**src/rtl/swcmd_regfront.sv**
```systemverilog
module swcmd_regfront #(
  parameter int ADDR_W     = 3,
  parameter int BLK_W      = 128,
  parameter int NUM_DEPTHS = 6,
  parameter int DEPTH_W    = 4
) (
  input  logic                          clk,
  input  logic                          rst_n,
  input  logic [ADDR_W-1:0]             reg_addr,
  input  logic                          reg_we,
  input  logic                          reg_re,
  input  logic [31:0]                   reg_wdata,
  output logic [31:0]                   reg_rdata,
  input  logic                          fuse_en,
  output logic                          cmd_valid,
  output logic [31:0]                   cmd_word,
  input  logic                          cmd_ready,
  input  logic                          done_valid,
  input  logic                          done_err,
  output logic                          irq_done,
  input  logic                          gen_valid,
  input  logic                          gen_fips,
  input  logic [BLK_W-1:0]              gen_data,
  output logic                          gen_pop,
  input  logic [NUM_DEPTHS*DEPTH_W-1:0] depth_in,
  input  logic                          diag_in,
  output logic                          ctl_enable,
  output logic                          ctl_bypass,
  output logic [3:0]                    ctl_depth_sel
);
  localparam int DW    = 32;
  localparam int WORDS = BLK_W / DW;
  localparam int PTR_W = $clog2(WORDS);
  localparam int NSEL  = 16;
  localparam logic [ADDR_W-1:0] A_LOCK = ADDR_W'(0);
  localparam logic [ADDR_W-1:0] A_CTRL = ADDR_W'(1);
  localparam logic [ADDR_W-1:0] A_SUM  = ADDR_W'(2);
  localparam logic [ADDR_W-1:0] A_CMD  = ADDR_W'(3);
  localparam logic [ADDR_W-1:0] A_STS  = ADDR_W'(4);
  localparam logic [ADDR_W-1:0] A_VLD  = ADDR_W'(5);
  localparam logic [ADDR_W-1:0] A_OUT  = ADDR_W'(6);

  logic             lock_q, en_q, byp_q, busy_q, ack_q, err_q, irq_q, cv_q;
  logic [3:0]       sel_q;
  logic [DW-1:0]    cw_q, rd_q;
  logic [PTR_W-1:0] ptr_q;
  logic [DW-1:0]    words [WORDS];
  logic [DEPTH_W-1:0] deps [NSEL];

  for (genvar w = 0; w < WORDS; w++) begin : g_word
    assign words[w] = gen_data[w*DW +: DW];
  end
  for (genvar d = 0; d < NSEL; d++) begin : g_dep
    if (d < NUM_DEPTHS) begin : g_real
      assign deps[d] = depth_in[d*DEPTH_W +: DEPTH_W];
    end else begin : g_none
      assign deps[d] = '0;
    end
  end

  wire sw_active = en_q & fuse_en;
  wire cmd_rdy   = sw_active & ~ack_q & ~busy_q;
  wire wr_lock   = reg_we && reg_addr == A_LOCK;
  wire wr_ctrl   = reg_we && reg_addr == A_CTRL && lock_q;
  wire wr_cmd    = reg_we && reg_addr == A_CMD;
  wire wr_sts    = reg_we && reg_addr == A_STS;
  wire cmd_acc   = wr_cmd & lock_q & cmd_rdy;
  wire done_hit  = done_valid & busy_q;
  wire rd_out    = reg_re && reg_addr == A_OUT && gen_valid;

  assign gen_pop = rd_out && ptr_q == PTR_W'(WORDS-1);

  logic [DW-1:0] rd_mux;
  always_comb begin
    rd_mux = '0;
    case (reg_addr)
      A_LOCK: rd_mux[0] = lock_q;
      A_CTRL: begin
        rd_mux[0]     = en_q;
        rd_mux[1]     = byp_q;
        rd_mux[19:16] = sel_q;
      end
      A_SUM: begin
        rd_mux[DEPTH_W-1:0] = deps[sel_q];
        rd_mux[31]          = diag_in;
      end
      A_STS: begin
        rd_mux[0] = cmd_rdy;
        rd_mux[1] = ack_q;
        rd_mux[4] = err_q;
      end
      A_VLD: begin
        rd_mux[0] = gen_valid;
        rd_mux[1] = gen_valid & gen_fips;
      end
      A_OUT: rd_mux = gen_valid ? words[ptr_q] : '0;
      default: rd_mux = '0;
    endcase
  end

  always_ff @(posedge clk or negedge rst_n) begin
    if (!rst_n) begin
      lock_q <= 1'b1;
      en_q   <= 1'b0;
      byp_q  <= 1'b0;
      sel_q  <= '0;
      busy_q <= 1'b0;
      ack_q  <= 1'b0;
      err_q  <= 1'b0;
      irq_q  <= 1'b0;
      cv_q   <= 1'b0;
      cw_q   <= '0;
      rd_q   <= '0;
      ptr_q  <= '0;
    end else begin
      if (wr_lock && reg_wdata[0]) lock_q <= 1'b0;
      if (wr_ctrl) begin
        en_q  <= reg_wdata[0];
        byp_q <= reg_wdata[1];
        sel_q <= reg_wdata[19:16];
      end
      if (cmd_acc) begin
        cv_q <= 1'b1;
        cw_q <= reg_wdata;
      end else if (cv_q && cmd_ready) begin
        cv_q <= 1'b0;
      end
      if (cmd_acc)       busy_q <= 1'b1;
      else if (done_hit) busy_q <= 1'b0;
      if (done_hit) begin
        ack_q <= 1'b1;
        err_q <= done_err;
      end else if (wr_sts && reg_wdata[1]) begin
        ack_q <= 1'b0;
      end
      irq_q <= done_hit;
      if (reg_re) rd_q <= rd_mux;
      if (rd_out) ptr_q <= ptr_q + 1'b1;
    end
  end

  assign reg_rdata     = rd_q;
  assign cmd_valid     = cv_q;
  assign cmd_word      = cw_q;
  assign irq_done      = irq_q;
  assign ctl_enable    = en_q;
  assign ctl_bypass    = byp_q;
  assign ctl_depth_sel = sel_q;

  p_lock_sticky_r2: assert property (@(posedge clk) disable iff (!rst_n)
    !lock_q |=> !lock_q);
  p_ctrl_frozen_r2: assert property (@(posedge clk) disable iff (!rst_n)
    !lock_q |=> $stable({ctl_enable, ctl_bypass, ctl_depth_sel}));
  p_cmd_hold_r5: assert property (@(posedge clk) disable iff (!rst_n)
    (cmd_valid && !cmd_ready && !cmd_acc) |=> (cmd_valid && $stable(cmd_word)));
  p_no_cmd_on_ack_r7: assert property (@(posedge clk) disable iff (!rst_n)
    (ack_q && !(wr_sts && reg_wdata[1])) |=> !$rose(cmd_valid));
  p_irq_single_r8: assert property (@(posedge clk) disable iff (!rst_n)
    irq_done |=> !irq_done);
  p_pop_valid_r9: assert property (@(posedge clk) disable iff (!rst_n)
    gen_pop |-> (gen_valid && reg_re));
  p_ptr_idle_r10: assert property (@(posedge clk) disable iff (!rst_n)
    !gen_valid |=> $stable(ptr_q));
endmodule

```
**config.mk**
```make
export PLATFORM = sky130hd
export DESIGN_NAME = swcmd_regfront
export DESIGN_NICKNAME = d
export VERILOG_FILES = /design/src/rtl/swcmd_regfront.sv
export SDC_FILE = /design/constraint.sdc
export NUM_CORES = 1
export LEC_CHECK = 0
export BUFFER_PORTS_ARGS = -buffer_cell sky130_fd_sc_hd__clkbuf_2
export CAP_MARGIN = 15
export CORE_MARGIN = 4
export CORE_UTILIZATION = 40
export CTS_BUF_LIST = sky130_fd_sc_hd__clkbuf_8
export CTS_CLUSTER_DIAMETER = 30
export DETAILED_ROUTE_END_ITERATION = 10
export PLACE_DENSITY_LB_ADDON = 0.25
export SLEW_MARGIN = 20
export SYNTH_ARGS = -nofsm -noshare
export SYNTH_HDL_FRONTEND = slang
export SYNTH_SLANG_ARGS = --single-unit
```
**constraint.sdc**
```tcl
create_clock -name clk -period 1.9 [get_ports clk]
set_input_delay 0.095 -clock clk [delete_from_list [all_inputs] [get_ports clk]]
set_output_delay 0.095 -clock clk [all_outputs]
set_load 0.02 [all_outputs]
```
# Word level (Yosys, flattened, before mapping)
# Index checks and enable logic that the tools add are counted.
classes:
  n_addsub: 1
  magnitude_cmp: 2
  n_eq_ne: 7
  n_mux: 21
  n_bitwise: 11
  reduce_logical: 15
ops:
  columns: ["cell", "n"]
  rows:
  - ["32-bit two-way mux", 3]
  - ["32-bit binary-select mux with 2-bit select", 1]
  - ["11-bit two-way mux", 2]
  - ["4-bit binary-select mux with 4-bit select", 1]
  - ["1-bit logical AND", 11]
  - ["3-bit == test (second input constant)", 3]
  - ["4-bit two-way mux", 2]
  - ["4-bit case mux with 2 select lines", 1]
  - ["1-bit bitwise AND", 7]
  - ["3-bit by 2-bit == test with 1-bit output (second input constant)", 2]
  - ["1-bit two-way mux", 6]
  - ["1-bit case mux with 6 select lines", 1]
  - ["2-bit nonzero test", 3]
  - ["5-bit >= comparator (second input constant)", 1]
  - ["4-bit NOT with 5-bit output", 1]
  - ["1-bit case mux with 5 select lines", 1]
  - ["1-bit case mux with 2 select lines", 2]
  - ["2-bit case mux with 2 select lines", 1]
  - ["3-bit by 1-bit == test with 1-bit output (second input constant)", 1]
  - ["3-bit >= comparator (second input constant)", 1]
  - ["3-bit zero test", 1]
  - ["2-bit NOT with 3-bit output", 1]
  - ["2-bit by 1-bit adder with 2-bit output (second input constant)", 1]
  - ["2-bit == test (second input constant)", 1]
  - ["1-bit NOT", 2]
totals:
  ff_bits: 78
  out_inout_bits: 73
  word_cells: 69

# Longest topological paths before layout
depth:
  ltp_word: 6
  mapped_depth: 7
  depth_no_buf: 4

# Worst setup path after synthesis
# Ideal clock, no wire load.
synth_path:
  path_type: "register to register"
  start: "reg sel_q[0] (netlist: ctl_depth_sel[0])"
  end: "reg rd_q[3] (netlist: reg_rdata[3])"
  arrival_ns: 1.566
  t_required_ns: 1.777
  path_slack_ns: 0.211
  path_stages_with_launch: 6
  path_buffers: 1
  cell_sequence: "dfrtp_1 buf_2 mux4_2 nor2b_1 o21ai_0 nand2_1"
synth_between:
  elab_chain_len: 5
synth_rtl:
  columns: ["item", "line", "source"]
  rows:
  - ["from (decl)", "44", "logic [3:0] sel_q;"]
  - ["from (signal assigned)", "120", "sel_q <= reg_wdata[19:16];"]
  - ["4-bit NOT with 5-bit output (implied by the code)", "84", "rd_mux[DEPTH_W-1:0] = deps[sel_q];"]
  - ["4-bit binary-select mux with 4-bit select", "84", null]
  - ["4-bit two-way mux (implied by the code) (2 in a row)", "84", null]
  - ["2-bit case mux with 2 select lines", "76", "case (reg_addr)"]
  - ["to (signal assigned)", "137", "if (reg_re) rd_q <= rd_mux;"]
  - ["to (decl)", "45", "logic [DW-1:0] cw_q, rd_q;"]
# Every way passes these cells. The select of a mux whose other input is x is not followed.
# A chain may end at the register's enable or synchronous reset.

# Final worst setup path
layout_path:
  start: "reg sel_q[0] (netlist: ctl_depth_sel[0])"
  end: "reg rd_q[2] (netlist: reg_rdata[2])"
# Same word-level chain as after synthesis.

==> impl_metrics.tcl <==
set metrics [dict create \
    cp-end-kind "flip-flop" \
    cts_tree "done" \
    design_area_um2 6250 \
    worstPathArrival_ps 1920 \
    fin_worst_skew_ps 6.57 \
    vias 3790 \
    antenna_found_initial 0 \
    synth-edff-count 0 \
    grt_pass1_wl_um 19200 \
    final_layout_size_suffix_gt1_share_pct 59.7 \
    critPathTopFamily "multiplexers" \
    syn_nets 526 \
    seq_area_frac_synth_pct 46.8 \
    fin_nets 832 \
    core_area_um2 10200 \
    max-slew-margin-rel_pct 51.1 \
    rows 37 \
    cts_buffers 9 \
    clock_latency_ps 330 \
    criticalPathCategory "reg -> reg" \
    viasPerCell 4.90 \
    timing.fmax_mhz 586 \
    async_flop_share_pct 100 \
    gp_congestion 0.819 \
    drtAntennaViolNets 0 \
    clk_pin_slew_worst_paths_ps 80 \
    power.density_nw_per_um2 753 \
    synthFlopType "dfrtp_1" \
    netlist_instances 327 \
    grt_pass1_vias 3969 \
    outcome "complete, no violations" \
    synth_area_um2 4170 \
    dieWidth_um 110 \
    p_total_mw 4.71 \
    yosysUniqueCellTypes 44 \
    root_buffer "clkbuf_8" \
    p_leak_nw 3.28 \
    cts_hold_buffers 32 \
    rsz0062_at_grt "no" \
    first_iter_violations 72 \
    avgSynthCellArea_um2 12.8 \
    overflow 0 \
    cap_violations 0 \
    diodes 0 \
    placed_area_um2 5740 \
    timing.final.crit_share_pct 89.9 \
    wl_per_cell_um 16.5 \
    wl_um 12800 \
    ctsResizeCount 0 \
    start_util_pct 40.8 \
    crit_fanout 6 \
    ir_drop_mv 0.456 \
    cpMaxStageDelayCell "mux4_2" \
    ys_seq_elements 78 \
    grt_max_degree 38 \
    cp.required_ps 2110 \
    cts_buffer_depth 2 \
    area_growth_pct 49.7 \
    post_cts_buffers 0 \
    numPortBuffers 270 \
    hold_viol 0 \
    die_area_um2 12100 \
    utilization_pct 61.1 \
    hold_path.class "in -> reg" \
    cp_slowest_stage_delay_ps 530 \
    dr.pass1.iters 4 \
    ioPinCount 271 \
    timing.setup.tns_ps 0 \
    die_h_um 110 \
    grtUsageTotal_pct 20.9 \
    remaining_drc_errors 0 \
    cp_cell_sequence "mux4_2 -> nor2b_1 -> o21ai_0 -> nand2_1" \
    report.final.setup_viol 0 \
    startpoint_type "flip-flop" \
    tightest_slew_ps 731 \
    period_needed_ps 1710 \
    final_max_slew_viol_count 0 \
    place_hpwl_um 10200 \
    cts.sinks 78 \
    ctsHtreeMaxLevel 3 \
    yosysWarnings 0 \
    critical_path_buf_inv_count 0 \
]
state kept, by name (all words and copies together) (netlist names), 2 cells and up:
name	cells
reg_rdata	32
cmd_word	32
ptr_q	2
ctl_depth_sel	4
worst min-delay path, cell delays in order:
cell	delay (ps)
clkbuf_2	80
inv_1	50
a21o_1	110
worst paths after layout:
path | from | slack, ps | depth (start not counted) | end
hold / removal | cmd_ready | 20 | 3 | cmd_valid
min in group asynchronous | rst_n | 270 | 2 | cmd_word[26]
setup reg to reg | ctl_depth_sel[0] | 190 | 4 | reg_rdata[2]
setup / recovery | ctl_depth_sel[0] | 190 | 4 | reg_rdata[2]
max in group asynchronous | rst_n | 1000 | 3 | lock_q
hold reg to reg | lock_q | 490 | 1 | lock_q
cells in the mapped netlist, types with 2 or more instances:
master | count | area share, %
dfrtp_1 | 77 | 46
mux2_2 | 40 | 11
mux4_2 | 34 | 18
nand2_1 | 29 | 2.6
inv_1 | 27 | 2.4
o21ai_0 | 26 | 3.1
nor2b_1 | 12 | 1.8
buf_2 | 10 | 1.2
mux2i_1 | 9 | 2.2
clkbuf_1 | 8 | 0.72
a221o_1 | 4 | 0.96
buf_6 | 4 | 1.1
nand2b_1 | 4 | 0.60
nor2_1 | 4 | 0.36
a21o_1 | 3 | 0.54
a21oi_1 | 3 | 0.36
o22ai_1 | 3 | 0.45
a31oi_1 | 2 | 0.30
and2_1 | 2 | 0.30
nand3_1 | 2 | 0.24
report_power, final:
| part | switching, mW | internal (mW) |
|---|---|---|
| registers | 0.0634 | 1.72 |
| clock network | 0.583 | 0.627 |
| logic | 0.687 | 1.03 |
logic make-up after synthesis:
group                    count (synthesis)  synth area share [%]
AO/OA/AOI/OAI                           48                  7.16
XOR/XNOR                                 1                 0.210
adder cells (fa/ha/maj)                  1                 0.300
buffers and inverters                   51                  5.70
flip-flops                              78                  46.8
multiplexers                            83                  31.3
AND/OR/NAND/NOR                         65                  8.54
layer usage:
metal  vias up  track usage, %  share of wire, %
li1       1797               -                 -
met1      1798            23.9                37
met2       178            38.6                53
met3        17            5.24               8.0
met4         0            5.63               1.8
met5         -               0                 0
cell type report:
class                   count  area (um2)
clock buffers              10         138
flip-flops and latches     78        1950
repair buffers            319        1850
fillers                   874        3980
inverters                  27         101
multi-input cells         198        1980
well taps                 136         170
clock inverters             5        51.3
per-stage QoR:
step | hold slack [ps] | instances | worst slack (ps)
after floorplan | -201 | 327 | 211
after global placement | 91.6 | 726 | 97.7
after detailed placement | 97.3 | 726 | 109
after CTS | 8.36 | 773 | 106
after global routing | 10.0 | 773 | 41.5
final | 24.3 | 773 | 193
placed cells by master, fill, tap and decap left out, drive strengths merged, types with 2 or more instances in the layout:
cell and instances:
a21o 3, nand2 30, a21oi 3, o21ai 26, nand2b 4, nor2b 13, mux4 34, clkbuf 279
mux2i 9, a31oi 2, dfrtp 77, nor3 2, o22ai 3, a221o 4, and2 2, inv 28
dlygate4sd3 32, buf 18, mux2 40, nor2 4, nand3 2, clkinv 2
Note: power is estimated with default switching activity, not from simulation.
